[config.mk]
export PLATFORM = sky130hd
export DESIGN_NAME = sdram_cmd_tracker
export DESIGN_NICKNAME = d
export VERILOG_FILES = /design/src/rtl/sdtrk_pkg.sv /design/src/rtl/sdtrk_decode.sv /design/src/rtl/sdtrk_judge.sv /design/src/rtl/sdtrk_bank.sv /design/src/rtl/sdram_cmd_tracker.sv
export SDC_FILE = /design/constraint.sdc
export NUM_CORES = 1
export LEC_CHECK = 0
export BUFFER_PORTS_ARGS = -buffer_cell sky130_fd_sc_hd__buf_2
export CORE_MARGIN = 1
export CORE_UTILIZATION = 30
export CTS_CLUSTER_DIAMETER = 50
export CTS_CLUSTER_SIZE = 16
export DETAILED_ROUTE_END_ITERATION = 16
export PLACE_DENSITY_LB_ADDON = 0.08
export SYNTH_ARGS = -nofsm -noshare
export SYNTH_HDL_FRONTEND = slang
export SYNTH_SLANG_ARGS = --single-unit
[constraint.sdc]
create_clock -name clk -period 2.71 [get_ports clk]
set_clock_uncertainty 0.1 [all_clocks]
set_input_delay 0.271 -clock clk [delete_from_list [all_inputs] [get_ports clk]]
set_output_delay 0.271 -clock clk [all_outputs]
set_load 0.02 [all_outputs]
[src/rtl/sdtrk_pkg.sv]
package sdtrk_pkg;

  typedef enum logic [3:0] {
    C_DESEL  = 4'd0,  C_NOP   = 4'd1,  C_ACT   = 4'd2,  C_RD    = 4'd3,
    C_RDA    = 4'd4,  C_WR    = 4'd5,  C_WRA   = 4'd6,  C_PRE   = 4'd7,
    C_PREA   = 4'd8,  C_REFA  = 4'd9,  C_SREF  = 4'd10, C_SREFX = 4'd11,
    C_MRS    = 4'd12, C_TBST  = 4'd13, C_SLEEP = 4'd14, C_CKSTOP = 4'd15
  } cmd_t;

  typedef enum logic [3:0] {
    B_IDLE = 4'd0, B_OPENING = 4'd1, B_OPEN = 4'd2, B_RD = 4'd3, B_WR = 4'd4,
    B_RDAP = 4'd5, B_WRAP = 4'd6, B_WREC = 4'd7, B_CLOSING = 4'd8
  } bank_st_t;

  typedef enum logic [2:0] {
    A_HOLD, A_OPEN, A_RD, A_RDA, A_WR, A_WRA, A_CLOSE, A_STOP
  } bank_act_t;

  function automatic cmd_t decode_pins(input logic cke_prev, input logic cke_now,
                                       input logic asleep, input logic cs_n,
                                       input logic ras_n, input logic cas_n,
                                       input logic we_n, input logic a10);
    if (asleep) return cke_now ? C_SREFX : C_SLEEP;
    if (!cke_prev) return C_CKSTOP;
    if (cs_n) return C_DESEL;
    case ({ras_n, cas_n, we_n})
      3'b111:  return C_NOP;
      3'b011:  return C_ACT;
      3'b101:  return a10 ? C_RDA : C_RD;
      3'b100:  return a10 ? C_WRA : C_WR;
      3'b010:  return a10 ? C_PREA : C_PRE;
      3'b001:  return cke_now ? C_REFA : C_SREF;
      3'b000:  return C_MRS;
      default: return C_TBST;
    endcase
  endfunction

  function automatic logic in_plain_burst(input bank_st_t s);
    return (s == B_RD) || (s == B_WR);
  endfunction

  function automatic logic in_ap_burst(input bank_st_t s);
    return (s == B_RDAP) || (s == B_WRAP);
  endfunction

  function automatic logic is_locked(input bank_st_t s);
    return (s == B_OPENING) || (s == B_WREC) || (s == B_CLOSING) || in_ap_burst(s);
  endfunction

  function automatic logic can_close(input bank_st_t s);
    return (s == B_OPEN) || in_plain_burst(s);
  endfunction

  function automatic int max4(input int a, input int b, input int c, input int d);
    int m;
    m = a;
    if (b > m) m = b;
    if (c > m) m = c;
    if (d > m) m = d;
    return m;
  endfunction

endpackage

[src/rtl/sdtrk_decode.sv]
module sdtrk_decode
  import sdtrk_pkg::*;
(
  input  logic cke_prev,
  input  logic cke,
  input  logic asleep,
  input  logic cs_n,
  input  logic ras_n,
  input  logic cas_n,
  input  logic we_n,
  input  logic a10,
  output cmd_t cmd
);
  always_comb begin
    cmd = decode_pins(cke_prev, cke, asleep, cs_n, ras_n, cas_n, we_n, a10);
  end
endmodule

[src/rtl/sdtrk_judge.sv]
module sdtrk_judge
  import sdtrk_pkg::*;
#(
  parameter int NB   = 4,
  parameter int BA_W = 2
) (
  input  cmd_t                 cmd,
  input  logic [BA_W-1:0]      ba,
  input  bank_st_t [NB-1:0]    st,
  output logic                 legal,
  output bank_act_t [NB-1:0]   act
);
  bank_st_t  tgt;
  logic      all_idle;
  logic      any_locked;
  logic      other_ap;
  bank_act_t raw [NB];

  always_comb begin
    tgt        = st[ba];
    all_idle   = 1'b1;
    any_locked = 1'b0;
    other_ap   = 1'b0;
    for (int b = 0; b < NB; b++) begin
      if (st[b] != B_IDLE) all_idle = 1'b0;
      if (is_locked(st[b])) any_locked = 1'b1;
      if ((b != int'(ba)) && in_ap_burst(st[b])) other_ap = 1'b1;
    end
  end

  always_comb begin
    legal = 1'b1;
    for (int b = 0; b < NB; b++) raw[b] = A_HOLD;
    case (cmd)
      C_ACT: begin
        if (tgt == B_IDLE) raw[ba] = A_OPEN;
        else legal = 1'b0;
      end
      C_RD, C_RDA, C_WR, C_WRA: begin
        if (((tgt == B_OPEN) || in_plain_burst(tgt)) && !other_ap) begin
          for (int b = 0; b < NB; b++)
            if (in_plain_burst(st[b])) raw[b] = A_STOP;
          case (cmd)
            C_RD:    raw[ba] = A_RD;
            C_RDA:   raw[ba] = A_RDA;
            C_WR:    raw[ba] = A_WR;
            default: raw[ba] = A_WRA;
          endcase
        end else begin
          legal = 1'b0;
        end
      end
      C_PRE: begin
        if (can_close(tgt)) raw[ba] = A_CLOSE;
        else if (tgt != B_IDLE) legal = 1'b0;
      end
      C_PREA: begin
        if (any_locked) legal = 1'b0;
        else
          for (int b = 0; b < NB; b++)
            if (can_close(st[b])) raw[b] = A_CLOSE;
      end
      C_TBST: begin
        if (in_plain_burst(tgt)) raw[ba] = A_STOP;
        else if (tgt != B_OPEN) legal = 1'b0;
      end
      C_REFA, C_SREF, C_MRS: legal = all_idle;
      default: legal = 1'b1;
    endcase
  end

  always_comb begin
    for (int b = 0; b < NB; b++) act[b] = legal ? raw[b] : A_HOLD;
  end
endmodule

[src/rtl/sdtrk_bank.sv]
module sdtrk_bank
  import sdtrk_pkg::*;
#(
  parameter int T_RCD     = 3,
  parameter int T_RP      = 3,
  parameter int T_WR      = 2,
  parameter int BURST_LEN = 4,
  parameter int CW        = 3
) (
  input  logic      clk,
  input  logic      rst_n,
  input  bank_act_t act,
  output bank_st_t  st
);
  localparam logic [CW-1:0] LD_RCD = CW'(T_RCD - 1);
  localparam logic [CW-1:0] LD_RP  = CW'(T_RP - 1);
  localparam logic [CW-1:0] LD_WR  = CW'(T_WR - 1);
  localparam logic [CW-1:0] LD_BL  = CW'(BURST_LEN - 1);

  logic [CW-1:0] cnt;
  logic          expired;

  assign expired = (cnt == '0);

  always_ff @(posedge clk or negedge rst_n) begin
    if (!rst_n) begin
      st  <= B_IDLE;
      cnt <= '0;
    end else begin
      case (act)
        A_OPEN:  begin st <= B_OPENING; cnt <= LD_RCD; end
        A_RD:    begin st <= B_RD;      cnt <= LD_BL;  end
        A_RDA:   begin st <= B_RDAP;    cnt <= LD_BL;  end
        A_WR:    begin st <= B_WR;      cnt <= LD_BL;  end
        A_WRA:   begin st <= B_WRAP;    cnt <= LD_BL;  end
        A_CLOSE: begin st <= B_CLOSING; cnt <= LD_RP;  end
        A_STOP:  begin st <= B_OPEN;    cnt <= '0;     end
        default: begin
          if (st != B_IDLE && st != B_OPEN) begin
            if (!expired) begin
              cnt <= cnt - 1'b1;
            end else begin
              case (st)
                B_OPENING, B_RD, B_WR: st <= B_OPEN;
                B_RDAP:  begin st <= B_CLOSING; cnt <= LD_RP; end
                B_WRAP:  begin st <= B_WREC;    cnt <= LD_WR; end
                B_WREC:  begin st <= B_CLOSING; cnt <= LD_RP; end
                default: st <= B_IDLE;
              endcase
            end
          end
        end
      endcase
    end
  end
endmodule

[src/rtl/sdram_cmd_tracker.sv]
module sdram_cmd_tracker
  import sdtrk_pkg::*;
#(
  parameter int NUM_BANKS = 4,
  parameter int T_RCD     = 3,
  parameter int T_RP      = 3,
  parameter int T_WR      = 2,
  parameter int BURST_LEN = 4,
  localparam int BA_W     = (NUM_BANKS > 1) ? $clog2(NUM_BANKS) : 1
) (
  input  logic                   clk,
  input  logic                   rst_n,
  input  logic                   cke,
  input  logic                   cs_n,
  input  logic                   ras_n,
  input  logic                   cas_n,
  input  logic                   we_n,
  input  logic [BA_W-1:0]        ba,
  input  logic                   a10,
  output logic [3:0]             cmd_o,
  output logic                   illegal_o,
  output logic                   self_ref_o,
  output logic [4*NUM_BANKS-1:0] bank_state_o
);
  localparam int MAXT = max4(T_RCD, T_RP, T_WR, BURST_LEN);
  localparam int CW   = $clog2(MAXT + 1);

  logic                     cke_q;
  logic                     sleep_q;
  cmd_t                     cur_cmd;
  logic                     cmd_legal;
  logic                     sleep_enter;
  logic                     sleep_leave;
  bank_act_t [NUM_BANKS-1:0] bank_act;
  bank_st_t  [NUM_BANKS-1:0] bank_st;
  cmd_t                     cmd_q;
  logic                     ill_q;

  sdtrk_decode u_decode (
    .cke_prev (cke_q),
    .cke      (cke),
    .asleep   (sleep_q),
    .cs_n     (cs_n),
    .ras_n    (ras_n),
    .cas_n    (cas_n),
    .we_n     (we_n),
    .a10      (a10),
    .cmd      (cur_cmd)
  );

  sdtrk_judge #(.NB(NUM_BANKS), .BA_W(BA_W)) u_judge (
    .cmd   (cur_cmd),
    .ba    (ba),
    .st    (bank_st),
    .legal (cmd_legal),
    .act   (bank_act)
  );

  for (genvar g = 0; g < NUM_BANKS; g++) begin : g_bank
    sdtrk_bank #(
      .T_RCD(T_RCD), .T_RP(T_RP), .T_WR(T_WR), .BURST_LEN(BURST_LEN), .CW(CW)
    ) u_bank (
      .clk   (clk),
      .rst_n (rst_n),
      .act   (bank_act[g]),
      .st    (bank_st[g])
    );
    assign bank_state_o[4*g +: 4] = bank_st[g];
  end

  assign sleep_enter = (cur_cmd == C_SREF) && cmd_legal;
  assign sleep_leave = (cur_cmd == C_SREFX);

  always_ff @(posedge clk or negedge rst_n) begin
    if (!rst_n) begin
      cke_q   <= 1'b1;
      sleep_q <= 1'b0;
      cmd_q   <= C_NOP;
      ill_q   <= 1'b0;
    end else begin
      cke_q <= cke;
      cmd_q <= cur_cmd;
      ill_q <= !cmd_legal;
      if (sleep_enter)      sleep_q <= 1'b1;
      else if (sleep_leave) sleep_q <= 1'b0;
    end
  end

  assign cmd_o      = cmd_q;
  assign illegal_o  = ill_q;
  assign self_ref_o = sleep_q;
endmodule

Word-level counts from Yosys, hierarchy flattened
Index checks and enable logic that the tools add are counted.

Register bits: 35. Bits in latches: 0. Bits in writable memories: 0. Bits in read-only memories: 0. Bits of input ports: 10. Output and inout port bits: 22. Word-level logic and storage cells: 318. Memories: 0.

Add/subtract/negate cells: 4. Multipliers: 0. Divide/modulo/power cells: 0. Magnitude comparators: 3. Equal/unequal tests: 93. Shift-type cells: 0. Muxes and demuxes: 103. Bitwise gates (word level): 13. Reductions and logical operators: 90.

Operators by type and width (count): case mux 4 bit (7 select lines) (5); two-way mux 3 bit (31); equality test 4 x 3 -> 1 bit (second input constant) (21); two-way mux 4 bit (16); nonzero test 8 bit (8); case mux 12 bit (5 select lines) (1); equality test 3 bit (second input constant) (19); equality test 4 x 2 -> 1 bit (second input constant) (12); two-way mux 12 bit (4); case mux 4 bit (3 select lines) (4); equality test 4 bit (second input constant) (10); case mux 12 bit (3 select lines) (1); case mux 3 bit (3 select lines) (4); nonzero test 4 bit (9); equality test 3 x 2 -> 1 bit (second input constant) (10); two-way mux 1 bit (27); logical OR 1 bit (26); != test 6 bit (second input constant) (4); case mux 3 bit (2 select lines) (4); != test 4 x 2 -> 1 bit (second input constant) (5); OR reduction 4 bit (5); bitwise AND 8 bit (2); equality test 4 x 1 -> 1 bit (second input constant) (4); NOT 8 bit (2); other kinds (25) (72).

Logic depth before layout (Yosys ltp)
Gate-level depths: netlist (run 1).

Depth in word-level cells: 20. Gate-level depth with buffers: 11. Mapped depth without buffers: 9.

Cells and area by module
From an unflattened synthesis (run 1), not the netlist that was laid out.

Cells, all modules: 413. Area, all modules: 3363.2 sq um.

By module, submodules not included: sdtrk_judge (times used 1, cells an instance 148, area each 1001.0 sq um, sequential area each 0.0 sq um); sdtrk_bank (g_bank[0].u_bank ...) (times used 2, cells an instance 56, area each 490.5 sq um, sequential area each 175.2 sq um); sdtrk_bank (g_bank[2].u_bank) (times used 1, cells an instance 60, area each 514.2 sq um, sequential area each 175.2 sq um); sdtrk_bank (g_bank[3].u_bank) (times used 1, cells an instance 58, area each 495.5 sq um, sequential area each 175.2 sq um); sdram_cmd_tracker (times used 1, cells an instance 11, area each 207.7 sq um, sequential area each 177.7 sq um); sdtrk_decode (times used 1, cells an instance 24, area each 163.9 sq um, sequential area each 0.0 sq um).

Least setup slack after synthesis (run 1)
No wires, ideal clock.

Path type: flip-flop to flip-flop. Start: register g_bank[1].u_bank.st[3]. End: register g_bank[2].u_bank.st[2]. Setup time: 0.127 ns. Arrival time: 2.628 ns. Data required time: 2.483 ns. Path slack: -0.146 ns. Cell stages (with the launch flop): 11. Path buffers: 1. Period minus slack after synthesis: 2.856 ns. Cells stage by stage: dfrtp_1 -> buf_6 -> mux4_2 -> or4_1 -> a211o_1 -> nor2_1 -> a41o_2 -> a21oi_4 -> o21a_1 -> a311oi_1 -> o21bai_1.

Longest elaborated chain between the ends: 14. Elaborated cells between the ends (all ways): 58. Classes of those cells: 16 x eq/ne; 27 x mux; 15 x reduce/logical.

Ends and longest elaborated chain: start: declaration (RTL line sdtrk_bank.sv:13) `output bank_st_t st`; start signal: assignment (RTL line sdtrk_bank.sv:27) `st <= B_IDLE;`; start signal: assignment (RTL line sdtrk_bank.sv:31) `A_OPEN: begin st <= B_OPENING; cnt <= LD_RCD; end`; start signal: assignment (RTL line sdtrk_bank.sv:32) `A_RD: begin st <= B_RD; cnt <= LD_BL; end`; equality test 4 x 3 -> 1 bit (RTL line sdtrk_pkg.sv:43) `return (s == B_RDAP) || (s == B_WRAP);`; logical OR 1 bit (RTL line sdtrk_pkg.sv:43); logical AND 1 bit (RTL line sdtrk_judge.sv:27) `if ((b != int'(ba)) && in_ap_burst(st[b])) other_ap = 1'b1;`; two-way mux 1 bit (3 in series) (RTL line sdtrk_judge.sv:27); zero test 1 bit (RTL line sdtrk_judge.sv:40) `if (((tgt == B_OPEN) || in_plain_burst(tgt)) && !other_ap) begin`; logical AND 1 bit (RTL line sdtrk_judge.sv:40); two-way mux 1 bit / two-way mux 12 bit (equally long branches) (RTL line sdtrk_judge.sv:40); case mux 1 bit (6 select lines) / case mux 12 bit (5 select lines) (equally long branches) (RTL line sdtrk_judge.sv:34) `case (cmd)`; two-way mux 3 bit (*) (RTL line sdtrk_judge.sv:73) `for (int b = 0; b < NB; b++) act[b] = legal ? raw[b] : A_HOLD;`; equality test 3 x 1 -> 1 bit (tied with other cells) (RTL line sdtrk_bank.sv:30) `case (act)`; nonzero test 8 bit (no source line); AND reduction 2 bit (no source line); end signal: assignment (RTL line sdtrk_bank.sv:31); end signal: assignment (RTL line sdtrk_bank.sv:32); end signal: assignment (RTL line sdtrk_bank.sv:33) `A_RDA: begin st <= B_RDAP; cnt <= LD_BL; end`; end: declaration (RTL line sdtrk_bank.sv:13).

Mark *: on every way between the ends. The rest lies on a longest branch, timed or not. The select of a mux whose other input is x is not followed. A chain may end at the register's enable or synchronous reset.

Final worst setup path (run 1)
Start: register g_bank[0].u_bank.st[3]. End: register g_bank[3].u_bank.st[2].

Longest elaborated chain between the ends: 15. Elaborated cells between the ends (all ways): 61. Classes of those cells: 16 x eq/ne; 30 x mux; 15 x reduce/logical.

Ends and longest elaborated chain (RTL line): start: declaration (sdtrk_bank.sv:13); start signal: assignment (sdtrk_bank.sv:27); start signal: assignment (sdtrk_bank.sv:31); start signal: assignment (sdtrk_bank.sv:32); equality test 4 x 3 -> 1 bit (sdtrk_pkg.sv:43); logical OR 1 bit (sdtrk_pkg.sv:43); logical AND 1 bit (sdtrk_judge.sv:27); two-way mux 1 bit (4 in series) (sdtrk_judge.sv:27); zero test 1 bit (sdtrk_judge.sv:40); logical AND 1 bit (sdtrk_judge.sv:40); two-way mux 1 bit / two-way mux 12 bit (equally long branches) (sdtrk_judge.sv:40); case mux 1 bit (6 select lines) / case mux 12 bit (5 select lines) (equally long branches) (sdtrk_judge.sv:34); two-way mux 3 bit (*) (sdtrk_judge.sv:73); equality test 3 x 1 -> 1 bit (tied with other cells) (sdtrk_bank.sv:30); nonzero test 8 bit (no source line); AND reduction 2 bit (no source line); end signal: assignment (sdtrk_bank.sv:31); end signal: assignment (sdtrk_bank.sv:32); end signal: assignment (sdtrk_bank.sv:33); end: declaration (sdtrk_bank.sv:13).

Marked as above.

==> flow_summary.json, run 1 <==
{
  "status": "finished with violations",
  "violations": "design-rule violations, negative hold slack, negative setup slack",
  "grt_usage_pct": 20.2,
  "hold_violations": 14,
  "intPower_mw": 2.52,
  "io_pins": 32,
  "ys_seq_area_share_pct": 24.1,
  "slowest_delay_ns": 0.54,
  "worstSetupEndpointType": "register",
  "report.final.setup_viol": 27,
  "nNetsFinal": 597,
  "min_period_ns": 2.84,
  "antenna_cells": 0,
  "avgSynthCellArea_um2": 7.83,
  "synthDominantCellAreaShare_pct": 22.6,
  "final_area_mm2": 0.00501,
  "peakVddDrop_mv": 0.427,
  "critPathMaxFanout": 6,
  "crit_type": "register to register",
  "cts.path.max_buffers": 2,
  "remaining_drc_errors": 2,
  "max_slew_margin_pct": 42.8,
  "netlist_instances": 466,
  "synth_warnings": 0,
  "firstDrtPassIters": 10,
  "die_h_um": 112,
  "busiest_layer": "met2",
  "synth_most_common_cell": "nor2_1",
  "place.gp.congestion": 0.820,
  "slowest_stage": "mux4_2",
  "startpoint_type": "register",
  "clkSinkCount": 35,
  "cts.clk_slew.worst_paths_ns": 0.06,
  "period_share_pct": 105,
  "ant_nets": 0,
  "wl_um": 12000,
  "antenna_found_initial": 0,
  "hold_path_class": "input port to async pin",
  "core_area_mm2": 0.0116,
  "clockPowerShare_pct": 13.6,
  "synth_fp_nets": 484,
  "use_met2_pct": 32.9,
  "rsz0062_at_grt": "true",
  "wl_per_cell_um": 16.6,
  "dpl_cell_area_mm2": 0.00462,
  "hpwl_um": 9400,
  "yosysTopAreaCell": "dfrtp_1",
  "synth-edff-count": 0,
  "power_density_mw_per_mm2": 934,
  "worst_slew_pin_slew_ns": 0.858,
  "placed_cells": 706,
  "start_util_pct": 31.4,
  "p_leak_nw": 2.18,
  "synth-seq-cells": 35,
  "h-tree-depth": 2,
  "async_flop_share_pct": 100,
  "die_w_um": 112,
  "cts_buffers": 5,
  "syn2layout_area_growth_pct": 37.2,
  "required_ns": 2.78,
  "grtUsageMet1_pct": 27.2,
  "pwr-share-comb_pct": 67.6,
  "drv_slew": 0,
  "p_sw_share_pct": 46.1,
  "drtIter0Drc": 199,
  "synth_ff_type": "dfrtp_1",
  "final.setup.tns_ns": -1.68,
  "synth_commonest_cells": "nor2_1 (52), a21oi_1 (34), dfrtp_1 (33), nand2_1 (33), o21ai_0 (21)",
  "utilization_pct": 43.1,
  "clockRootBuffer": "clkbuf_16",
  "total_power_mw": 4.68,
  "fin_ws_ns": -0.130,
  "fin_cells": 723,
  "reg2reg_depth": 9,
  "reg2reg_from": "g_bank[0].u_bank.st[3]",
  "clk_latency_ns": 0.29,
  "hold_buffers": 0,
  "port-buffer-count": 31,
  "r2r-end": "g_bank[3].u_bank.st[2]",
  "fmax_mhz": 352,
  "vias_per_cell": 5.36,
  "maxCapViolations": 0,
  "std_cell_rows": 39,
  "synth_area_mm2": 0.00365,
  "path_cells": "mux4_2 > or4_1 > a211o_1 > o32a_4 > o32a_1 > o21a_4 > inv_4 > nor2_2 > o22a_1",
  "final_layout_size_suffix_gt1_share_pct": 39.0,
  "vias": 3872,
  "grt_pass1_wl_um": 19800,
  "nFillCells": 1203,
  "r2r_setup_slack_ns": -0.13,
  "hold_ws_ns": -0.0110,
  "cp_data_arrival_time_ns": 2.91,
  "dieArea_mm2": 0.0126,
  "synth_area_leaders": "dfrtp_1 (23%), nor2_1 (5.3%), a21oi_1 (4.7%)",
  "use_met3_pct": 3.08,
  "p_switching_mw": 2.16,
  "grt_max_degree": 36,
  "cts_tree": "done",
  "yosysUniqueCellTypes": 87,
  "pwr-share-seq_pct": 18.8,
  "grt_pass1_vias": 3862,
  "gr-total-overflow": 0
}
power groups by stage:
| stage | sequential [mW] | clock (mW) | combinational, mW |
|---|---|---|---|
| 3_5_place_dp | 0.888 | 0 | 2.98 |
| 4_1_cts | 0.883 | 0.661 | 3.09 |
| 5_1_grt | 0.909 | 0.676 | 3.51 |
| 2_1_floorplan | 0.987 | 0 | 1.94 |
| 6_report | 0.881 | 0.637 | 3.16 |
| 3_3_place_gp | 0.892 | 0 | 2.99 |
critical path: cells and delay by family, from the launching register on:
family	cells	cell delay, ns
flip-flops	1	0.43
multiplexers	1	0.54
AND/OR/NAND/NOR	2	0.44
buffers and inverters	1	0.06
AO/OA/AOI/OAI	5	1.13
per-stage QoR:
stage / hold slack (ns) / worst slack, ns
2_1_floorplan: -0.125 / -0.0701
3_3_place_gp: 0.346 / -0.170
3_5_place_dp: 0.344 / -0.190
4_1_cts: 0.0242 / -0.0980
5_1_grt: 0.0755 / -0.224
6_report: -0.0110 / -0.130
sequential cells by signal (all words and copies together), names as in the netlist:
register	cells
illegal_o	1
cke_q	1
cmd_o	4
g_bank.u_bank.cnt	12
self_ref_o	1
g_bank.u_bank.st	16
layout make-up:
type                            instances  area [um2]  area share (%)
Multi-Input combinational cell        385        2750            54.9
Timing Repair Buffer                  137         975            19.5
Sequential cell                        35         887            17.7
Tap cell                              143         179            3.57
Clock buffer                            8         156            3.12
Inverter                               15        58.8            1.17
timing repair:
action / in CTS / in global routing
setup buffers: 6 / 3
hold endpoints to repair: 0 / 0
pin swaps: 10 / 11
endpoints found under the setup margin: 27 / 29
resized for setup: 20 / 20
cloned: 0 / 0
routing by layer:
layer / share of wire (%) / vias up
met3: 3.3 / 16
met5: 0 / -
met2: 46 / 58
met1: 49 / 1843
met4: 1.9 / 0
li1: - / 1955
layout by cell type, fill, tap and decap left out, types with 4 or more instances in the layout:
cell and count:
nand3_1 12, nor2_2 7, o21ai_1 5, buf_2 31
a211o_1 4, a211oi_1 5, or3_1 4, o21ai_0 19
o22a_1 4, nand3b_1 7, ha_1 8, a21o_1 4
buf_4 102, dfrtp_2 7, nor2_1 45, nand2b_1 19
a21oi_2 6, nand2_1 32, nor2b_1 16, o21bai_1 5
o32ai_1 4, nor3_1 17, mux4_2 4, o22ai_1 5
o21a_1 5, o21ai_2 5, nand4_1 4, a21oi_1 31
inv_1 11, xnor2_1 5, and3_1 4, mux2i_1 8
clkbuf_16 5, dfrtp_1 26, a31oi_1 6
cells by family (layout without fill, tap and decap cells):
| family | count (synthesis) | in the layout | share of synthesized area (%) |
|---|---|---|---|
| buffers and inverters | 46 | 160 | 5.45 |
| AOI/OAI and AO/OA | 157 | 157 | 31.8 |
| xor gates and xnor gates | 9 | 9 | 2.16 |
| adders and majority gates | 8 | 8 | 2.74 |
| DFF | 35 | 35 | 24.1 |
| muxes | 13 | 13 | 5.07 |
| and+or+nand+nor | 198 | 198 | 28.7 |
worst max-delay path by stage:
stage | from | to | slack (ns)
3_5_place_dp | ras_n | g_bank[0].u_bank.cnt[2] | -0.19
4_1_cts | g_bank[0].u_bank.st[3] | g_bank[3].u_bank.st[2] | -0.1
3_3_place_gp | g_bank[1].u_bank.st[0] | g_bank[2].u_bank.cnt[1] | -0.17
2_1_floorplan | g_bank[1].u_bank.st[3] | g_bank[3].u_bank.st[2] | -0.07
6_report | g_bank[0].u_bank.st[3] | g_bank[3].u_bank.st[2] | -0.13
5_1_grt | g_bank[0].u_bank.st[3] | g_bank[2].u_bank.st[2] | -0.22
Note: power is estimated with default switching activity, not from simulation.
==> run 2, diff against run 1 <==
- CORE_UTILIZATION: 30 -> 45
==> run 2 against run 1 <==
Against the previous run: the flow finishes with violations (negative hold slack, negative setup slack); maximum frequency down 0.66%; sequential power fell by 0.9%; cell count decreased by 5.9%; largest power group unchanged.
==> flow_summary.json, run 2 (synthesis gave the netlist of run 1 again) <==
{
  "status": "finished with violations",
  "violations": "negative hold slack, negative setup slack",
  "met2RoutedLength_um": 5660,
  "p_switching_mw": 2.13,
  "clockPowerShare_pct": 8.7,
  "final_layout_size_suffix_gt1_share_pct": 38.9,
  "grt_max_degree": 36,
  "wl_met1_um": 5070,
  "port-buffer-count": 31,
  "fmax_mhz": 350,
  "largest_register_ffs": 16,
  "pwr-share-comb_pct": 71.7,
  "layout_commonest_cell": "buf_4",
  "startpoint_type": "register",
  "maxCapViolations": 0,
  "grt_usage_pct": 27.3,
  "total_power_mw": 4.44,
  "report.final.setup_viol": 22,
  "multiInputGateArea_mm2": 0.00280,
  "nFillCells": 698,
  "p_leak_nw": 2.15,
  "clkSinkCount": 35,
  "remaining_drc_errors": 0,
  "max_slew_margin_pct": 43.4,
  "peakVddDrop_mv": 0.504,
  "h-tree-depth": 2,
  "rsz0062_at_grt": "true",
  "intPower_mw": 2.31,
  "fin_ws_ns": -0.149,
  "core_area_mm2": 0.00777,
  "p_sw_share_pct": 48.0,
  "cts_tree": "done",
  "place.gp.congestion": 0.927,
  "wl_um": 11400,
  "io_pins": 32,
  "grt_pass1_wl_um": 18400,
  "power_density_mw_per_mm2": 902,
  "hold_buffers": 0,
  "min_period_ns": 2.86,
  "wl_per_cell_um": 16.8,
  "clk_latency_ns": 0.29,
  "path_cells": "mux4_2 > nor2_2 > o2111ai_2 > or3_4 > nor2_4 > a21oi_4 > o21a_1 > a311oi_2 > o21bai_1",
  "drv_slew": 0,
  "firstDrtPassIters": 5,
  "hold_violations": 14,
  "gr-total-overflow": 0,
  "hold_path_class": "input port to async pin",
  "vias_per_cell": 5.93,
  "hpwl_um": 8600,
  "slowest_delay_ns": 0.53,
  "cts.path.max_buffers": 2,
  "cts.clk_slew.worst_paths_ns": 0.08,
  "ant_nets": 0,
  "critPathMaxFanout": 7,
  "std_cell_rows": 32,
  "period_share_pct": 105,
  "antenna_cells": 0,
  "grt_pass1_vias": 3795,
  "slowest_stage": "mux4_2",
  "worstSetupEndpointType": "register",
  "syn2layout_area_growth_pct": 34.9,
  "nNetsFinal": 595,
  "die_w_um": 92.1,
  "drtIter0Drc": 205,
  "top_layer": "met4",
  "cp_data_arrival_time_ns": 2.92,
  "required_ns": 2.78,
  "cts_buffers": 5,
  "mostFrequentLayoutCells": "buf_4 (97), nor2_1 (50), nand2_1 (31), buf_2 (31), a21oi_1 (28)",
  "antenna_found_initial": 0,
  "worst_slew_pin_slew_ns": 0.849,
  "met3_length_um": 572,
  "hold_ws_ns": -0.0171,
  "pwr-share-seq_pct": 19.7,
  "die_h_um": 92.1,
  "dieArea_mm2": 0.00848,
  "vias": 4029,
  "crit_type": "register to register",
  "clockRootBuffer": "clkbuf_8",
  "start_util_pct": 47.0,
  "regMostFlops": "g_bank.u_bank.st",
  "regArea_um2": 887
}
## run 2: path summary, 6_finish.rpt
| path | from | end | slack (ns) | depth (start not counted) |
|---|---|---|---|---|
| min reg2reg | g_bank[1].u_bank.cnt[0] | g_bank[1].u_bank.cnt[0] | 0.51 | 3 |
| min in group clk | cke | cke_q | 0.11 | 2 |
| max | g_bank[0].u_bank.st[3] | g_bank[2].u_bank.st[2] | -0.15 | 9 |
| max reg2reg | g_bank[0].u_bank.st[3] | g_bank[2].u_bank.st[2] | -0.15 | 9 |
| max in group asynchronous | rst_n | g_bank[1].u_bank.st[1] | 1.93 | 1 |
| min | rst_n | g_bank[0].u_bank.cnt[2] | -0.02 | 1 |
## run 2: repair_timing
| action | 4_1_cts | 5_1_grt |
|---|---|---|
| pin swaps | 5 | 14 |
| setup buffers | 1 | 5 |
| resized for setup | 10 | 40 |
| setup endpoints to repair | 23 | 27 |
## run 2: layout make-up
cell class              count  share of cell area (%)
flip-flops and latches     35                    18.0
multi-input cells         385                    56.9
well taps                 102                    2.59
clock inverters             1                   0.102
clock buffers               7                    1.55
inverters                  15                    1.17
repair buffers            135                    19.7
## run 2: per-stage QoR
step,cells,area [um2],util [%],setup slack (ns),setup TNS (ns)
2_1_floorplan,466,3710,-,-0.0701,-0.466
3_3_place_gp,666,4570,58.9,-0.115,-1.22
3_5_place_dp,666,4570,58.9,-0.142,-2.03
4_1_cts,675,4700,60.5,-0.0713,-0.598
5_1_grt,680,4920,63.4,-0.253,-3.92
6_report,680,4920,63.4,-0.149,-1.48
## run 2: metal layers
layer | up-vias | GRT usage, %
li1 | 1962 | -
met1 | 1939 | 36.4
met2 | 120 | 46.5
met3 | 8 | 3.98
met4 | 0 | 6.38
met5 | - | 0
## run 2: power by group through the flow
| stage | combinational, mW | sequential [mW] | clock [mW] |
|---|---|---|---|
| 6_report | 3.18 | 0.873 | 0.385 |
| 5_1_grt | 3.53 | 0.893 | 0.409 |
| 4_1_cts | 3.01 | 0.873 | 0.396 |
| 3_5_place_dp | 2.98 | 0.880 | 0 |
| 3_3_place_gp | 2.93 | 0.883 | 0 |
| 2_1_floorplan | 1.94 | 0.987 | 0 |
## run 2: worst max-delay path: cells and delay by family (launching register included)
kind	cells	cell delay (ns)
and+or+nand+nor	3	0.83
AOI/OAI and AO/OA	5	0.86
muxes	1	0.53
DFF	1	0.42
==> run 3, diff against run 2 <==
- SYNTH_HIERARCHICAL: default -> 1
==> run 3 against run 2 <==
Against the previous run: the flow still finishes with violations (negative hold slack, negative setup slack); synthesized cell count down 11%; core utilization rose by 8.2 points; global-route usage grew 0.43 points; critical path depth up 5; via count is 5.8% lower; maximum frequency fell by 11%; worst setup slack got worse by 0.35 ns; sequential cell count stayed put; synthesized area shrank 7.9%; clock-buffer cell count stayed put.
==> flow_summary.json, run 3 <==
{
  "synth_area_mm2": 0.00336,
  "std_cell_rows": 31,
  "cp_data_arrival_time_ns": 3.30,
  "report.final.setup_viol": 30,
  "grt_max_degree": 36,
  "avgSynthCellArea_um2": 8.14,
  "drtIter0Drc": 248,
  "period_share_pct": 119,
  "synth-seq-cells": 35,
  "async_flop_share_pct": 100,
  "clockRootBuffer": "clkbuf_8",
  "yosysTopAreaCell": "dfrtp_1",
  "dpl_cell_area_mm2": 0.00441,
  "regMostFlops": "g_bank.u_bank/st",
  "synth_commonest_cells": "nor2_1 (37), dfrtp_1 (33), nand2_1 (26)",
  "remaining_drc_errors": 0,
  "hpwl_um": 7440,
  "fmax_mhz": 311,
  "start_util_pct": 46.4,
  "worstSetupEndpointType": "register",
  "peakVddDrop_mv": 0.436,
  "place.gp.congestion": 1.01,
  "core_area_mm2": 0.00725,
  "grt_usage_pct": 27.8,
  "total_power_mw": 4.96,
  "path_common_cell": "buf_6",
  "nNetsFinal": 576,
  "drv_slew": 0,
  "status": "finished with violations",
  "synth_ff_type": "dfrtp_1",
  "max_slew_margin_pct": 45.5,
  "grt_pass1_wl_um": 16900,
  "port-buffer-count": 31,
  "yosysUniqueCellTypes": 77,
  "h-tree-depth": 2,
  "antenna_found_initial": 0,
  "power_density_mw_per_mm2": 956,
  "slowest_delay_ns": 0.42,
  "synth-edff-count": 0,
  "io_pins": 32,
  "clkSinkCount": 35,
  "wl_per_cell_um": 16.7,
  "fin_ws_ns": -0.504,
  "synth_fp_nets": 431,
  "cts_tree": "done",
  "final_layout_size_suffix_gt1_share_pct": 47.0,
  "rsz0062_at_grt": "true",
  "synth_warnings": 6,
  "layout_commonest_cell": "buf_4",
  "syn2layout_area_growth_pct": 54.4,
  "startpoint_type": "register",
  "critPathMaxFanout": 4,
  "cts_buffers": 5,
  "hold_violations": 33,
  "synth_most_common_cell": "nor2_1",
  "mostFrequentLayoutCells": "buf_4 (102), nor2_1 (35), buf_2 (31), dfrtp_1 (29), buf_6 (24)",
  "clk_latency_ns": 0.29,
  "largest_register_ffs": 16,
  "path_cells": "buf_6 > a22o_4 > a21oi_4 > buf_12 > buf_6 > nand2_4 > or3_4 > a2bb2oi_2 > a21o_4 > o32ai_4 > or2_4 > nor2_4 > o21ai_2 > mux2_4",
  "hold_path_class": "input port to async pin",
  "wl_um": 11000,
  "worst_slew_pin_slew_ns": 0.817,
  "grt_pass1_vias": 3573,
  "maxCapViolations": 0,
  "netlist_instances": 413,
  "die_w_um": 88.5,
  "cts.clk_slew.worst_paths_ns": 0.07,
  "violations": "negative hold slack, negative setup slack",
  "cts.path.max_buffers": 2,
  "firstDrtPassIters": 5,
  "synthDominantCellAreaShare_pct": 24.6,
  "gr-total-overflow": 0,
  "vias": 3797,
  "slowest_stage": "dfrtp_2",
  "synth_area_leaders": "dfrtp_1 (25%), nor2_1 (4.1%), a21oi_1 (3.1%)",
  "vias_per_cell": 5.77,
  "dieArea_mm2": 0.00782,
  "hold_ws_ns": -0.0330,
  "crit_type": "register to register",
  "die_h_um": 88.5,
  "required_ns": 2.79,
  "ant_nets": 0,
  "ys_seq_area_share_pct": 26.1,
  "final_area_mm2": 0.00519,
  "nFillCells": 572,
  "p_leak_nw": 2.33,
  "min_period_ns": 3.21,
  "final.setup.tns_ns": -9.01,
  "antenna_cells": 0
}
==> run 3: layer usage <==
layer  GRT usage [%]  vias to the layer above  wire, um
li1                -                     1833         -
met1            36.5                     1821      4670
met2            46.9                      118      5620
met3            3.54                       25       492
met4            9.68                        0       202
met5               0                        -         0
==> run 3: final cells by class <==
| type | count | area [um2] | area share [%] |
|---|---|---|---|
| clock buffer | 7 | 86.3 | 1.66 |
| clock inverter | 1 | 5.00 | 0.0964 |
| inverter | 22 | 85.1 | 1.64 |
| multi-input combinational | 333 | 2750 | 53.0 |
| sequential | 35 | 883 | 17.0 |
| tap | 99 | 124 | 2.39 |
| timing repair buffer | 161 | 1260 | 24.2 |
==> run 3: worst max-delay path, delay by kind of cell, from the launching register on <==
kind | cells | cell delay [ns]
multiplexers | 1 | 0.31
AND/OR/NAND/NOR | 4 | 0.64
AO/OA/AOI/OAI | 6 | 1.27
flip-flops | 1 | 0.42
buffers and inverters | 3 | 0.36
==> run 3: worst paths after layout <==
kind	slack [ns]	from	cells after the start	endpoint
setup / recovery	-0.50	self_ref_o	14	g_bank[0].u_bank/cnt[0]
setup reg to reg	-0.50	self_ref_o	14	g_bank[0].u_bank/cnt[0]
max in group asynchronous	1.97	rst_n	1	g_bank[2].u_bank/st[1]
hold reg to reg	0.44	g_bank[0].u_bank/cnt[1]	2	g_bank[0].u_bank/cnt[1]
hold / removal	-0.03	rst_n	1	cmd_o[3]
min in group clk	0.19	cke	2	cmd_o[2]
==> run 3: power breakdown <==
| part | switching, mW | internal (mW) | leakage [nW] |
|---|---|---|---|
| Sequential | 0.135 | 0.744 | 0.425 |
| Clock | 0.196 | 0.205 | 0.0482 |
| Combinational | 1.93 | 1.75 | 1.86 |
==> run 3: cells by family after synthesis <==
logic type | count (synthesis) | synth area share [%]
simple gates | 167 | 27.7
flops | 35 | 26.1
xor+xnor | 13 | 3.39
compound gates | 132 | 27.8
fa+ha+maj | 9 | 3.27
mux | 12 | 5.62
buf+inv | 45 | 6.14
==> run 3: metrics by stage <==
| stage | utilization [%] | hold slack (ns) | std cells | setup WS (ns) |
|---|---|---|---|---|
| floorplan | - | -0.125 | 413 | -0.348 |
| global placement | 60.8 | 0.315 | 625 | -0.610 |
| detailed placement | 60.8 | 0.316 | 625 | -0.658 |
| CTS | 66.5 | 0.00347 | 645 | -0.303 |
| global route | 71.6 | 0.0427 | 658 | -0.608 |
| finish | 71.6 | -0.0330 | 658 | -0.504 |
==> run 3: what timing repair did <==
action / CTS / global route
buffers inserted: 14 / 17
hold buffers: 1 / 0
endpoints found under the setup margin: 30 / 30
hold endpoints to repair: 1 / 0
pin swaps: 35 / 41
gates resized for setup: 44 / 57
